$ cat config.mk
export PLATFORM = sky130hd
export DESIGN_NAME = strb_rmw_bridge
export DESIGN_NICKNAME = d
export VERILOG_FILES = /design/src/rtl/strb_rmw_pkg.sv /design/src/rtl/strb_class.sv /design/src/rtl/strb_merge.sv /design/src/rtl/strb_rmw_bridge.sv
export SDC_FILE = /design/constraint.sdc
export NUM_CORES = 1
export LEC_CHECK = 0
export CAP_MARGIN = 15
export CORE_ASPECT_RATIO = 0.8
export CORE_UTILIZATION = 40
export CTS_BUF_LIST = sky130_fd_sc_hd__clkbuf_4 sky130_fd_sc_hd__clkbuf_8 sky130_fd_sc_hd__clkbuf_16
export CTS_CLUSTER_DIAMETER = 40
export CTS_CLUSTER_SIZE = 40
export DETAILED_ROUTE_END_ITERATION = 16
export GPL_TIMING_DRIVEN = 0
export PLACE_DENSITY = 0.77
export SKIP_CTS_REPAIR_TIMING = 1
export SLEW_MARGIN = 20
export SYNTH_ARGS = -nofsm -noshare
export SYNTH_HDL_FRONTEND = slang
export SYNTH_HIERARCHICAL = 1
export SYNTH_SLANG_ARGS = --single-unit
$ cat constraint.sdc
create_clock -name clk -period 4.88 [get_ports clk]
set_input_delay 0.976 -clock clk [delete_from_list [all_inputs] [get_ports clk]]
set_output_delay 0.976 -clock clk [all_outputs]
set_load 0.05 [all_outputs]
$ cat src/rtl/strb_rmw_pkg.sv
package strb_rmw_pkg;

  typedef enum logic [2:0] {
    ST_IDLE,
    ST_RD_SETUP,
    ST_RD_ACCESS,
    ST_WR_SETUP,
    ST_WR_ACCESS,
    ST_RESP
  } seq_state_t;

  typedef enum logic [1:0] {
    SC_NONE,
    SC_PART,
    SC_FULL
  } strb_class_t;

endpackage

$ cat src/rtl/strb_class.sv
module strb_class #(
  parameter int NB = 4
) (
  input  logic [NB-1:0]             strb,
  output strb_rmw_pkg::strb_class_t cls
);
  import strb_rmw_pkg::*;

  always_comb begin
    if (&strb)       cls = SC_FULL;
    else if (~|strb) cls = SC_NONE;
    else             cls = SC_PART;
  end

endmodule

$ cat src/rtl/strb_merge.sv
module strb_merge #(
  parameter int DW = 32,
  localparam int NB = DW / 8
) (
  input  logic [DW-1:0] old_word,
  input  logic [DW-1:0] new_word,
  input  logic [NB-1:0] strb,
  output logic [DW-1:0] merged
);

  // each lane picks its own source, independent of the others
  for (genvar g = 0; g < NB; g++) begin : g_lane
    assign merged[8*g +: 8] = strb[g] ? new_word[8*g +: 8] : old_word[8*g +: 8];
  end

endmodule

$ cat src/rtl/strb_rmw_bridge.sv
module strb_rmw_bridge #(
  parameter int AW = 12,
  parameter int DW = 32,
  localparam int NB = DW / 8
) (
  input  logic          clk,
  input  logic          rst,
  input  logic          up_sel,
  input  logic          up_enable,
  input  logic          up_write,
  input  logic [AW-1:0] up_addr,
  input  logic [DW-1:0] up_wdata,
  input  logic [NB-1:0] up_strb,
  output logic [DW-1:0] up_rdata,
  output logic          up_ready,
  output logic          dn_sel,
  output logic          dn_enable,
  output logic          dn_write,
  output logic [AW-1:0] dn_addr,
  output logic [DW-1:0] dn_wdata,
  input  logic [DW-1:0] dn_rdata,
  input  logic          dn_ready
);
  import strb_rmw_pkg::*;

  seq_state_t  state;
  strb_class_t in_cls;
  logic [AW-1:0] req_addr;
  logic [DW-1:0] req_wdata;
  logic [NB-1:0] req_strb;
  logic          req_write;
  logic [DW-1:0] wr_word;
  logic [DW-1:0] rd_word;
  logic [DW-1:0] merged_word;
  logic          accept;

  strb_class #(.NB(NB)) u_class (
    .strb (up_strb),
    .cls  (in_cls)
  );

  strb_merge #(.DW(DW)) u_merge (
    .old_word (dn_rdata),
    .new_word (req_wdata),
    .strb     (req_strb),
    .merged   (merged_word)
  );

  assign accept = (state == ST_IDLE) && up_sel && up_enable;

  always_ff @(posedge clk) begin
    if (rst) begin
      state     <= ST_IDLE;
      req_addr  <= '0;
      req_wdata <= '0;
      req_strb  <= '0;
      req_write <= 1'b0;
      wr_word   <= '0;
      rd_word   <= '0;
    end else begin
      case (state)
        ST_IDLE: begin
          if (accept) begin
            req_addr  <= up_addr;
            req_wdata <= up_wdata;
            req_strb  <= up_strb;
            req_write <= up_write;
            if (!up_write) begin
              state <= ST_RD_SETUP;
            end else begin
              case (in_cls)
                SC_NONE: state <= ST_RESP;
                SC_FULL: begin
                  wr_word <= up_wdata;
                  state   <= ST_WR_SETUP;
                end
                default: state <= ST_RD_SETUP;
              endcase
            end
          end
        end
        ST_RD_SETUP:  state <= ST_RD_ACCESS;
        ST_RD_ACCESS: begin
          if (dn_ready) begin
            if (req_write) begin
              wr_word <= merged_word;
              state   <= ST_WR_SETUP;
            end else begin
              rd_word <= dn_rdata;
              state   <= ST_RESP;
            end
          end
        end
        ST_WR_SETUP:  state <= ST_WR_ACCESS;
        ST_WR_ACCESS: if (dn_ready) state <= ST_RESP;
        ST_RESP:      state <= ST_IDLE;
        default:      state <= ST_IDLE;
      endcase
    end
  end

  // outputs decode straight from the state flops
  assign dn_sel    = (state == ST_RD_SETUP) || (state == ST_RD_ACCESS) ||
                     (state == ST_WR_SETUP) || (state == ST_WR_ACCESS);
  assign dn_enable = (state == ST_RD_ACCESS) || (state == ST_WR_ACCESS);
  assign dn_write  = (state == ST_WR_SETUP) || (state == ST_WR_ACCESS);
  assign dn_addr   = req_addr;
  assign dn_wdata  = wr_word;
  assign up_ready  = (state == ST_RESP);
  assign up_rdata  = rd_word;

  AST_RESP_ONE_CYCLE: assert property (@(posedge clk) disable iff (rst) up_ready |=> !up_ready);
  AST_NO_READY_IN_FLIGHT: assert property (@(posedge clk) disable iff (rst) dn_sel |-> !up_ready);
  AST_ZERO_SKIP: assert property (@(posedge clk) disable iff (rst) (accept && up_write && (up_strb == '0)) |=> (up_ready && !dn_sel));
  AST_FULL_DIRECT: assert property (@(posedge clk) disable iff (rst) (accept && up_write && (&up_strb)) |=> (dn_sel && dn_write && !dn_enable));
  AST_PART_READ_FIRST: assert property (@(posedge clk) disable iff (rst) (accept && up_write && (up_strb != '0) && !(&up_strb)) |=> (dn_sel && !dn_write));
  AST_READ_FWD: assert property (@(posedge clk) disable iff (rst) (accept && !up_write) |=> (dn_sel && !dn_write));
  AST_DN_SETUP_ACCESS: assert property (@(posedge clk) disable iff (rst) (dn_sel && !dn_enable) |=> (dn_sel && dn_enable));
  AST_DN_HOLD: assert property (@(posedge clk) disable iff (rst) (dn_enable && !dn_ready) |=> (dn_enable && $stable(dn_write) && $stable(dn_addr) && $stable(dn_wdata)));
  AST_DN_ADDR: assert property (@(posedge clk) disable iff (rst) dn_sel |-> (dn_addr == up_addr));
  AST_RESET_QUIET: assert property (@(posedge clk) rst |=> (!dn_sel && !dn_enable && !up_ready));

endmodule

==> flow_metrics.tcl, run 1 <==
set metrics [dict create \
    syn2layout_area_growth_pct 46.5 \
    synth_cells 580 \
    cts_num_sinks 116 \
    clk_pin_slew_worst_paths_ns 0.05 \
    synth_common_cells "sky130_fd_sc_hd__nand2_1 (166), sky130_fd_sc_hd__dfxtp_1 (116), sky130_fd_sc_hd__a21oi_1 (115)" \
    synth_area_sq_mm 0.00531 \
    number_of_vias_after_detailed_routing 4818 \
    run_status "finished, final reports clean" \
    seq_area_frac_synth 0.437 \
    grt_start_max_net_pins 17 \
    synth_flop_cell "sky130_fd_sc_hd__dfxtp_1" \
    synth_fp_nets 666 \
    maxCapViolCount 0 \
    rsz0062_at_grt "no" \
    total_leakage_power_nw 2.70 \
    final.min_clock_period_ns 3.51 \
    finClkSkew_ns 0.0131 \
    worstMarginPinSlew_ns 0.764 \
    cts_buffers 17 \
    finish.net_count 849 \
    port-buffer-count 164 \
    clockBufferDepth 2 \
    hpwlAfterDp_um 11300 \
    critical_path.max_fanout 10 \
    slowest_cell_on_the_critical_path "sky130_fd_sc_hd__clkdlybuf4s50_1" \
    initial_core_util 0.411 \
    worst_ep_arrival_time_ns 2.53 \
    end_kind "output pin" \
    synth.avg_cell_area_sq_um 9.15 \
    fp.dieArea_sq_mm 0.0137 \
    die_width_um 131 \
    number_of_enable_type_register_cells_in_the_synthesized_netlist 0 \
    num_antenna_cells 0 \
    dr.first_iter.drc_count 176 \
    power_density_mw_per_mm2 343 \
    worst-setup-path-type "reg2out" \
    via_count_of_the_first_global_routing_pass 4790 \
    dpl_worst_slack_ns 1.80 \
    netlist-cell-type-count 38 \
    remaining_overflow_grt 0 \
    fin_util 0.602 \
    grt_pass1_wl_um 24500 \
    synth-seq-cells 116 \
    fin_setup_tns_ns 0 \
    timing.critical_path.cells "nor3b_2, buf_6, buf_2, a21o_1, clkdlybuf4s50_1" \
    clk_latency_ns 0.41 \
    synthArstFlopShare 0 \
    placedCellCount 919 \
    number_of_top_level_pins 166 \
    die-height_um 105 \
    synth_warnings 6 \
    share_of_the_synthesized_area_in_the_top_cell_type 0.437 \
    timing.final.setup_violations 0 \
    worst_ep_required_time_ns 3.90 \
    wl_um 15600 \
    layout_worst_path_cycle_share 0.718 \
    h_tree_lvls 4 \
    drtAntennaViolNets 0 \
    cp_top_family "buffers and inverters" \
    worst_path_largest_cell_delay_ns 0.80 \
    worst_case_hold_slack_ns 0.454 \
    post-layout-total-power_mw 2.67 \
    routedWlPerCell_um 16.4 \
    clock_tree_from_tritoncts "built" \
    drive_gt1_frac 0.164 \
    gpl.final_weighted_congestion 0.807 \
    final_area_sq_mm 0.00778 \
    critPathLaunchType "flip-flop" \
    ys_top_cells_by_area "sky130_fd_sc_hd__dfxtp_1 (44%), sky130_fd_sc_hd__nand2_1 (12%), sky130_fd_sc_hd__a21oi_1 (11%)" \
    placed_standard_cell_area_sq_mm 0.00717 \
    final_hold_viol_count 0 \
    fp.coreArea_sq_mm 0.0129 \
    drt_drc_violations_left 0 \
    via_per_inst 5.07 \
    yosys.area.top_type "sky130_fd_sc_hd__dfxtp_1" \
    most_common_cell_in_the_synthesized_netlist "sky130_fd_sc_hd__nand2_1" \
    final.setup.worst_slack_ns 1.37 \
    grtUsageTotal 0.233 \
    slew_headroom 0.491 \
    fp-row-count 37 \
    report.final.slew_viol_count 0 \
    fin_cells 950 \
    critPathBufInv 3 \
    timing.hold.worst.class "reg2reg" \
    irDropWorstVdd_uv 222 \
    first_pass_iters 7 \
    timing.fmax_ghz 0.285 \
    cts-root-buf "sky130_fd_sc_hd__clkbuf_16" \
    number_of_antenna_violations_at_the_first_check_in_global_routing 0 \
]
## sequential cells by signal (all words and copies together), names as in the netlist
name	cells
dn_wdata	32
req_wdata	32
req_strb	4
req_write	1
up_rdata	32
state	3
dn_addr	12
## worst paths after layout
path / from / endpoint / slack (ns) / depth (start not counted)
worst max-delay path: state[1]$_SDFFE_PP0P_ / dn_enable / 1.37 / 5
worst max register to register: state[1]$_SDFFE_PP0P_ / dn_wdata[15]$_SDFFE_PP0P_ / 2.98 / 6
worst min-delay path: dn_addr[7]$_SDFFE_PP0P_ / dn_addr[7]$_SDFFE_PP0P_ / 0.45 / 2
worst min register to register: dn_addr[7]$_SDFFE_PP0P_ / dn_addr[7]$_SDFFE_PP0P_ / 0.45 / 2
## tightest hold or removal path, stage by stage, from the launching register on
cell and delay, ns:
sky130_fd_sc_hd__dfxtp_1 0.31, sky130_fd_sc_hd__nand2_1 0.05, sky130_fd_sc_hd__a21oi_1 0.05
## where the power goes
part	internal (mW)	switching (mW)	total [mW]
registers	0.979	0.0182	0.997
clock network	0.862	0.424	1.29
logic	0.175	0.212	0.387
total	2.02	0.655	2.67
## routing by layer
| metal | track usage | part of all wire | wire, um |
|---|---|---|---|
| met2 | 0.386 | 0.47 | 7310 |
| met1 | 0.289 | 0.46 | 7150 |
| met3 | 0.0727 | 0.066 | 1030 |
| met5 | 0 | 0 | 0 |
| met4 | 0.0608 | 0.0060 | 94 |
## layout make-up
class | instances | area, sq um
clock inverter | 11 | 160
tap | 175 | 219
inverter | 2 | 7.51
multi-input combinational | 412 | 2670
fill | 1083 | 5140
buffer | 50 | 309
sequential | 116 | 2320
clock buffer | 20 | 448
timing repair buffer | 164 | 1640
## cell families (layout without fill, tap and decap cells)
| kind of cell | count (synthesis) | after routing | share of synthesized area |
|---|---|---|---|
| xor+xnor | 1 | 1 | 0.00165 |
| flops | 116 | 116 | 0.437 |
| buf+inv | 52 | 247 | 0.0596 |
| compound gates | 157 | 157 | 0.197 |
| mux | 64 | 64 | 0.151 |
| simple gates | 190 | 190 | 0.154 |
## placed cells by master (no fill, tap or decap), types with 2 or more instances in the layout
cell and instances:
sky130_fd_sc_hd__nand2_1 166, sky130_fd_sc_hd__bufinv_16 4, sky130_fd_sc_hd__nor3b_1 3, sky130_fd_sc_hd__clkinv_2 5, sky130_fd_sc_hd__inv_1 2, sky130_fd_sc_hd__nor2b_1 2, sky130_fd_sc_hd__clkinvlp_4 2, sky130_fd_sc_hd__a21o_1 2
sky130_fd_sc_hd__clkbuf_1 24, sky130_fd_sc_hd__buf_2 10, sky130_fd_sc_hd__and3_1 3, sky130_fd_sc_hd__a21oi_1 115, sky130_fd_sc_hd__dfxtp_1 116, sky130_fd_sc_hd__mux2_4 32, sky130_fd_sc_hd__nor4_2 2, sky130_fd_sc_hd__a211oi_1 2
sky130_fd_sc_hd__clkdlybuf4s50_1 164, sky130_fd_sc_hd__nor2_1 2, sky130_fd_sc_hd__mux2i_1 32, sky130_fd_sc_hd__clkbuf_4 5, sky130_fd_sc_hd__o21ai_1 2, sky130_fd_sc_hd__a211oi_2 30, sky130_fd_sc_hd__buf_6 13, sky130_fd_sc_hd__nand3_1 2
sky130_fd_sc_hd__clkbuf_16 17
(Power assumes the default switching activity.)
==> run 2, diff against run 1 <==
--- a/config.mk
+++ b/config.mk
@@ -13,7 +13,7 @@
 export CTS_CLUSTER_SIZE = 40
 export DETAILED_ROUTE_END_ITERATION = 16
 export GPL_TIMING_DRIVEN = 0
-export PLACE_DENSITY = 0.77
+export PLACE_DENSITY = 0.8
 export SKIP_CTS_REPAIR_TIMING = 1
 export SLEW_MARGIN = 20
 export SYNTH_ARGS = -nofsm -noshare
==> constraint.sdc (replaced) <==
create_clock -name clk -period 3.11 [get_ports clk]
set_input_delay 0.622 -clock clk [delete_from_list [all_inputs] [get_ports clk]]
set_output_delay 0.622 -clock clk [all_outputs]
set_load 0.05 [all_outputs]
==> run 2 against run 1 <==
Clock-buffer cell count decreased by 2. Largest power group unchanged. Clock skew decreased by 0.0055 ns. Critical path depth decreased by 2. Sequential cell count unchanged. Register-to-register slack got worse by 1.8 ns. Die area unchanged. Core utilization increased by 0.66 points. Non-clock buffer count unchanged. Design area increased by 1.1%. Setup slack got worse by 1.1 ns.
==> flow_metrics.tcl, run 2 (synthesis results as in run 1) <==
set metrics [dict create \
    run_status "finished, final reports clean" \
    hpwlAfterDp_um 10600 \
    timing.final.setup_violations 0 \
    regToRegStartpoint "state[1]$_SDFFE_PP0P_" \
    gpl.final_weighted_congestion 0.790 \
    grtUsageTotal 0.226 \
    critical_path.max_fanout 10 \
    number_of_antenna_violations_at_the_first_check_in_global_routing 0 \
    slowest_cell_on_the_critical_path "sky130_fd_sc_hd__clkdlybuf4s50_1" \
    cts_buffers 17 \
    number_of_vias_after_detailed_routing 4703 \
    drtAntennaViolNets 0 \
    maxCapViolCount 0 \
    min_from "up_rdata[13]$_SDFFE_PP0P_" \
    grt_util_met2 0.365 \
    busiest_layer_in_global_routing "met2" \
    fin_setup_tns_ns 0 \
    final_hold_viol_count 0 \
    grt_start_max_net_pins 17 \
    worst_ep_required_time_ns 2.49 \
    grt_pass1_wl_um 23800 \
    clk_pin_slew_worst_paths_ns 0.06 \
    clock_tree_from_tritoncts "built" \
    die-height_um 105 \
    via_count_of_the_first_global_routing_pass 4642 \
    end_kind "output pin" \
    via_per_inst 4.95 \
    worst-setup-path-type "reg2out" \
    post-layout-total-power_mw 4.47 \
    fin_util 0.609 \
    initial_core_util 0.411 \
    wl_um 15000 \
    number_of_top_level_pins 166 \
    grt_use_met3 0.0625 \
    worstMarginPinSlew_ns 0.758 \
    total_leakage_power_nw 2.75 \
    global_route.usage.met1 0.290 \
    power_density_mw_per_mm2 569 \
    layout_worst_path_cycle_share 0.914 \
    worst_ep_arrival_time_ns 2.22 \
    rsz0062_at_grt "no" \
    slew_headroom 0.495 \
    h_tree_lvls 4 \
    worst_path_largest_cell_delay_ns 0.83 \
    routedWlPerCell_um 15.8 \
    mostFrequentLayoutCell "sky130_fd_sc_hd__nand2_1" \
    timing.critical_path.cells "clkbuf_1, xnor2_1, clkdlybuf4s50_1" \
    clockBufferDepth 2 \
    syn2layout_area_growth_pct 48.1 \
    finClkSkew_ns 0.00765 \
    fillCellCount 1091 \
    cts_num_sinks 116 \
    cts-root-buf "sky130_fd_sc_hd__clkbuf_16" \
    irDropWorstVdd_uv 461 \
    worstSetupStartpoint "state[2]$_SDFFE_PP0P_" \
    finish.net_count 849 \
    num_antenna_cells 0 \
    critPathLaunchType "flip-flop" \
    fp.coreArea_sq_mm 0.0129 \
    clk_latency_ns 0.41 \
    final.min_clock_period_ns 2.84 \
    first_pass_iters 4 \
    dr.first_iter.drc_count 331 \
    drt_drc_violations_left 0 \
    fp-row-count 37 \
    drive_gt1_frac 0.165 \
    fp.dieArea_sq_mm 0.0137 \
    remaining_overflow_grt 0 \
    report.final.slew_viol_count 0 \
    layout_common_cells "sky130_fd_sc_hd__nand2_1 (166), sky130_fd_sc_hd__clkdlybuf4s50_1 (163), sky130_fd_sc_hd__dfxtp_1 (116), sky130_fd_sc_hd__a21oi_1 (115)" \
    timing.hold.worst.class "reg2reg" \
    die_width_um 131 \
    timing.fmax_ghz 0.352 \
    port-buffer-count 164 \
]
## run 2: area by class of cell
class | count | area (sq um) | share of cell area
sequential | 116 | 2320 | 0.295
buffer | 50 | 309 | 0.0393
tap | 175 | 219 | 0.0278
inverter | 2 | 7.51 | 0.000955
multi-input combinational | 412 | 2670 | 0.340
clock inverter | 14 | 258 | 0.0328
timing repair buffer | 164 | 1640 | 0.209
clock buffer | 18 | 433 | 0.0551
## run 2: final timing paths
path	cells past startpoint	end	slack, ns
hold / removal	2	up_rdata[13]$_SDFFE_PP0P_	0.45
setup / recovery	3	dn_sel	0.27
setup reg to reg	6	dn_wdata[9]$_SDFFE_PP0P_	1.23
hold reg to reg	2	up_rdata[13]$_SDFFE_PP0P_	0.45
## run 2: layer usage
metal	routed length [um]	share of wire	vias to the layer above
li1	-	-	2363
met1	6920	0.46	2161
met2	6810	0.45	163
met3	1130	0.075	16
met4	165	0.011	0
met5	0	0	-
## run 2: per-stage QoR
step | area (sq um) | worst slack, ns | cells | hold WS, ns
floorplan | 5310 | 0.815 | 580 | 0.436
finish | 7860 | 0.267 | 951 | 0.450
detailed placement | 7170 | 0.408 | 919 | 0.447
global placement | 7170 | 0.395 | 919 | 0.441
CTS | 7860 | -0.0348 | 951 | 0.453
global route | 7860 | 0.178 | 951 | 0.470
## run 2: worst max-delay path, delay by kind of cell, from the launching register on
family                 cells  cell delay, ns
buffers and inverters      2            1.22
XOR/XNOR                   1            0.18
flip-flops                 1            0.41
## run 2: power breakdown
part / leakage, nW / internal, mW / switching (mW)
clock network: 0.333 / 1.59 / 0.717
registers: 0.940 / 1.53 / 0.0264
logic: 1.48 / 0.274 / 0.329
total: 2.75 / 3.40 / 1.07
